--- src/rtl/ictl_pkg.sv ---
package ictl_pkg;

  localparam int unsigned DATA_W = 32;
  localparam int unsigned SEL_W  = 3;

  typedef enum logic [SEL_W-1:0] {
    SEL_CTRL     = 3'd0,
    SEL_IPI_PEND = 3'd1,
    SEL_TMR_PEND = 3'd2,
    SEL_IPI_POST = 3'd3
  } reg_sel_e;

  localparam int unsigned POST_LSB = 12;
  localparam int unsigned ICLR_LSB = 8;
  localparam int unsigned TCLR_LSB = 4;
  localparam int unsigned NXM_BIT  = 28;

  // Build the control-register read word.
  function automatic logic [DATA_W-1:0] ctrl_word(input logic [3:0] ipi,
                                                  input logic [3:0] tmr,
                                                  input logic [1:0] id);
    logic [DATA_W-1:0] w;
    w = '0;
    w[ICLR_LSB +: 4] = ipi;
    w[TCLR_LSB +: 4] = tmr;
    w[1:0] = id;
    return w;
  endfunction

  // Next state of a pending bank; clear takes priority over set.
  function automatic logic [3:0] pend_next(input logic [3:0] cur,
                                           input logic [3:0] set,
                                           input logic [3:0] clr);
    return (cur | set) & ~clr;
  endfunction

endpackage

--- src/rtl/ictl_wr_decode.sv ---
module ictl_wr_decode
  import ictl_pkg::*;
#(
  parameter int unsigned NCPU = 4
) (
  input  logic              wr_en,
  input  logic [SEL_W-1:0]  reg_sel,
  input  logic [DATA_W-1:0] wdata,
  output logic [NCPU-1:0]   ipi_set,
  output logic [NCPU-1:0]   ipi_clr,
  output logic [NCPU-1:0]   tmr_clr,
  output logic              unsup
);

  logic is_ctrl, is_ipend, is_tpend, is_ipost;

  always_comb begin
    is_ctrl  = wr_en && (reg_sel == SEL_CTRL);
    is_ipend = wr_en && (reg_sel == SEL_IPI_PEND);
    is_tpend = wr_en && (reg_sel == SEL_TMR_PEND);
    is_ipost = wr_en && (reg_sel == SEL_IPI_POST);

    ipi_set = '0;
    ipi_clr = '0;
    tmr_clr = '0;
    if (is_ctrl) begin
      ipi_set = wdata[POST_LSB +: NCPU];
      ipi_clr = wdata[ICLR_LSB +: NCPU];
      tmr_clr = wdata[TCLR_LSB +: NCPU];
    end
    if (is_ipost) ipi_set = wdata[NCPU-1:0];
    if (is_ipend) ipi_clr = wdata[NCPU-1:0];
    if (is_tpend) tmr_clr = wdata[NCPU-1:0];

    unsup = is_ctrl && (wdata[15:4] == 12'd0) && !wdata[NXM_BIT];
  end

endmodule

--- src/rtl/ictl_pend_bank.sv ---
module ictl_pend_bank #(
  parameter int unsigned NCPU = 4
) (
  input  logic            clk,
  input  logic            rst_n,
  input  logic [NCPU-1:0] set,
  input  logic [NCPU-1:0] clr,
  output logic [NCPU-1:0] pend,
  output logic [NCPU-1:0] dup,
  output logic [NCPU-1:0] stray
);

  for (genvar g = 0; g < NCPU; g++) begin : g_bit
    always_ff @(posedge clk) begin
      if (!rst_n)        pend[g] <= 1'b0;
      else if (clr[g])   pend[g] <= 1'b0;
      else if (set[g])   pend[g] <= 1'b1;
    end
    assign dup[g]   = set[g] & pend[g];
    assign stray[g] = clr[g] & ~pend[g];
  end

endmodule

--- src/rtl/ictl_top.sv ---
module ictl_top
  import ictl_pkg::*;
#(
  parameter int unsigned NCPU = 4
) (
  input  logic              clk,
  input  logic              rst_n,
  input  logic              wr_en,
  input  logic [2:0]        reg_sel,
  input  logic [31:0]       wdata,
  input  logic [1:0]        cpu_id,
  input  logic              tick,
  output logic [31:0]       rdata,
  output logic [NCPU-1:0]   ipi_irq,
  output logic [NCPU-1:0]   tmr_irq,
  output logic              post_dup,
  output logic              clr_stray,
  output logic              wr_unsup
);

  logic [NCPU-1:0] ipi_set, ipi_clr, tmr_clr, tmr_set;
  logic [NCPU-1:0] ipi_dup, ipi_stray, tmr_dup_unused, tmr_stray_unused;
  logic            unsup_ev;

  ictl_wr_decode #(.NCPU(NCPU)) u_dec (
    .wr_en   (wr_en),
    .reg_sel (reg_sel),
    .wdata   (wdata),
    .ipi_set (ipi_set),
    .ipi_clr (ipi_clr),
    .tmr_clr (tmr_clr),
    .unsup   (unsup_ev)
  );

  assign tmr_set = {NCPU{tick}};

  ictl_pend_bank #(.NCPU(NCPU)) u_ipi (
    .clk (clk), .rst_n (rst_n),
    .set (ipi_set), .clr (ipi_clr),
    .pend (ipi_irq), .dup (ipi_dup), .stray (ipi_stray)
  );

  ictl_pend_bank #(.NCPU(NCPU)) u_tmr (
    .clk (clk), .rst_n (rst_n),
    .set (tmr_set), .clr (tmr_clr),
    .pend (tmr_irq), .dup (tmr_dup_unused), .stray (tmr_stray_unused)
  );

  always_ff @(posedge clk) begin
    if (!rst_n) begin
      post_dup  <= 1'b0;
      clr_stray <= 1'b0;
      wr_unsup  <= 1'b0;
    end else begin
      post_dup  <= |ipi_dup;
      clr_stray <= |ipi_stray;
      if (unsup_ev) wr_unsup <= 1'b1;
    end
  end

  logic [3:0] ipi4, tmr4;
  always_comb begin
    ipi4 = '0;
    tmr4 = '0;
    ipi4[NCPU-1:0] = ipi_irq;
    tmr4[NCPU-1:0] = tmr_irq;
    case (reg_sel)
      SEL_CTRL:     rdata = ctrl_word(ipi4, tmr4, cpu_id);
      SEL_IPI_PEND: rdata = {28'd0, ipi4};
      SEL_TMR_PEND: rdata = {28'd0, tmr4};
      default:      rdata = '0;
    endcase
  end

endmodule

--- config.mk ---
export PLATFORM = sky130hd
export DESIGN_NAME = ictl_top
export DESIGN_NICKNAME = d
export VERILOG_FILES = /design/src/rtl/ictl_pkg.sv /design/src/rtl/ictl_wr_decode.sv /design/src/rtl/ictl_pend_bank.sv /design/src/rtl/ictl_top.sv
export SDC_FILE = /design/constraint.sdc
export NUM_CORES = 1
export LEC_CHECK = 0
export ABC_AREA = 1
export BUFFER_PORTS_ARGS = -buffer_cell sky130_fd_sc_hd__buf_2
export CAP_MARGIN = 20
export CORE_AREA = 2 2 51 53
export DETAILED_ROUTE_END_ITERATION = 10
export DIE_AREA = 0 0 53 55
export HOLD_SLACK_MARGIN = 0.05
export PLACE_DENSITY_LB_ADDON = 0.3
export SETUP_SLACK_MARGIN = 0.05
export SKIP_LAST_GASP = 1
export SYNTH_ARGS = -nofsm -noshare
export SYNTH_HDL_FRONTEND = slang
export SYNTH_SLANG_ARGS = --single-unit
--- constraint.sdc ---
create_clock -name clk -period 2.82 [get_ports clk]
set_clock_uncertainty 0.15 [all_clocks]
set_input_delay 0.141 -clock clk [delete_from_list [all_inputs] [get_ports clk]]
set_output_delay 0.141 -clock clk [all_outputs]
set_load 0.02 [all_outputs]
==> summary.md <==
| Metric | Value |
|---|---|
| IO buf count | 48 |
| Status | complete, no violations |
| Commonest non-fill, non-tap cell in the layout | buf_2 |
| Leak | 0.000655 uW |
| P&R area growth vs syn | 31.2% |
| Library cells used by synthesis | 20 |
| Commonest non-fill, non-tap cells in the layout | buf_2, nand2_1, nor2_1, conb_1, inv_1 |
| Final net count | 243 |
| Final Hold Viols | 0 |
| Initial antenna violation count | 0 |
| Crit end category | register |
| Crit path required time | 2.83 ns |
| DRC | 0 |
| Die ar. | 2920 um^2 |
| Ys Warns | 0 |
| Max Cap Viol | 0 |
| GP Congestion | 0.796 |
| Clk root buf | clkbuf_4 |
| Setup violations, final | 0 |
| FILL cells | 272 |
| All-Layer GR Usage | 19.8% |
| Clk_lat worst skew | ~0.27 ns |
| Worst hold slack | ~0.063 ns |
| Area of the multi-input gates | 536 um^2 |
| Rows | 18 |
| Clock transition at path regs | 0.07 ns |
| CTS sink cnt | 11 |
| Synth Instances | 145 |
| DRT Wirelength | about 2600 um |
| Post-cts gate resize count | 0 |
| Setup TNS | 0 ns |
| Longest Clk Path Bufs | 2 |
| Post-route ant nets | 0 |
| TritonRoute pass-1 iters | 4 |
| Die X | ~53 um |
| Core Region | 2360 um^2 |
| Fin crit share | between 60% and 70% |
| Fmax | approximately 570 MHz |
| RSZ-0062 raised after global routing | no |
| Post-DR wirelength/cell | 11.3 um |
| Seq cells post-synth | 11 |
| Post-CTS setup buffers | 0 |
| First-pass GRT wire length | 4200 um |
| CP Class | primary input to register |
| Critical path arrival | 1.75 ns |
| Post-synthesis sequential area ratio | 24.1% |
| Hold WC Path Type | primary input to register |
| Reg area | 220 um^2 |
| Via Count | 1,069 |
| Cts bufs inserted | 3 |
| Antenna diode count | 0 |
| DP HPWL | 2050 um |
| Startpoint Class | primary input |
| Pin count of the biggest net entering global routing | 13 |
| Worst VDD drop | ~370 uV |
| CP Max Fanout | 12 |
| Die Y | 55 um |
| Initial Util | 38.7% |
| CTS H-tree lvls | 1 |
| Via-to-Cell Ratio | 4.63 |
| DRT iter0 DRCs | 23 |
| Post-Syn Area per Cell | 6.31 um^2 |
| I/O pin cnt | 84 |
| Grt total ovfl | 0 |
| TritonCTS clock tree | done |
| Synth Cell Area | 915 um^2 |
| Fin util | 50.7% |
| Pwr Density | 342 nW/um^2 |
| Post-route minimum period | 1.74 ns |
| Number of global-route vias before repair | 995 |
| Fin. max-slew vios | 0 |
| CTS hold repair buffers | 8 |
| Fraction of layout cells with a size suffix above 1 | ~30% |
==> where the power goes <==
group	internal, uW	switching, uW	leakage [uW]	total, uW
Clock	54.8	53.0	0.0000150	108
Sequential	163	5.89	0.0000903	169
Combinational	44.4	89.4	0.000550	134
==> metrics by stage <==
stage	total power (uW)	worst slack (ns)	cell area, um^2	std cells
floorplan	273	1.56	986	164
global placement	291	1.41	1090	219
detailed placement	293	1.36	1090	219
CTS	409	1.10	1200	231
global route	434	0.984	1200	231
finish	410	1.08	1200	231
==> worst max-delay path: stages <==
cell	delay, ns
buf_2	0.14
nor2_4	0.25
nand2_2	0.18
nor2_2	0.22
nand2_1	0.11
o211ai_1	0.09
a21oi_1	0.06
dlygate4sd3_1	0.56
==> cell families (layout without fill, tap and decap cells) <==
logic type,after synthesis,count (layout),share of synthesized area (%)
flip-flops,11,11,24.1
AO/OA/AOI/OAI,13,13,9.30
buffers and inverters,39,76,25.2
AND/OR/NAND/NOR,81,81,41.0
other,1,20,0.410
==> worst paths after layout <==
| path | from | cells after the start | slack, ns | end |
|---|---|---|---|---|
| worst max-delay path | reg_sel[2] | 8 | 1.08 | u_tmr.pend[2] |
| worst min register to register | wr_unsup | 2 | 0.31 | wr_unsup |
| worst max register to register | u_tmr.pend[0] | 3 | 1.42 | u_tmr.pend[0] |
| worst min-delay path | wdata[14] | 4 | 0.06 | wr_unsup |
==> layout make-up <==
class | count | area share (%)
Clock buffer | 4 | 2.19
Inverter | 16 | 5.01
Multi-Input combinational cell | 114 | 44.6
Sequential cell | 11 | 18.4
Tap cell | 30 | 3.13
Timing Repair Buffer | 56 | 26.7
==> sequential cells by signal, summed over array words and instances (netlist names) <==
register / cells
post_dup: 1
clr_stray: 1
u_ipi.pend: 4
u_tmr.pend: 4
wr_unsup: 1
==> cell usage after synthesis, drive strengths merged <==
master | instances | area share [%]
nor2 | 24 | 12
clkinv | 1 | 0.41
o221ai | 2 | 1.9
buf | 23 | 19
nor3 | 6 | 3.3
inv | 15 | 6.2
o211ai | 4 | 3.3
dfxtp | 11 | 24
o22ai | 2 | 1.4
nand2 | 30 | 13
nand3 | 11 | 6.0
conb | 1 | 0.41
nand4 | 8 | 5.5
a21oi | 5 | 2.7
or2 | 2 | 1.4
==> metal layers <==
layer  vias to the layer above  track usage (%)  share of wire, %
met2                        57             38.1                50
met3                         6             6.18               8.9
met5                         -                0                 0
met4                         0             4.70              0.96
met1                       461             21.1                41
li1                        545                -                 -
(Power assumes the default switching activity.)
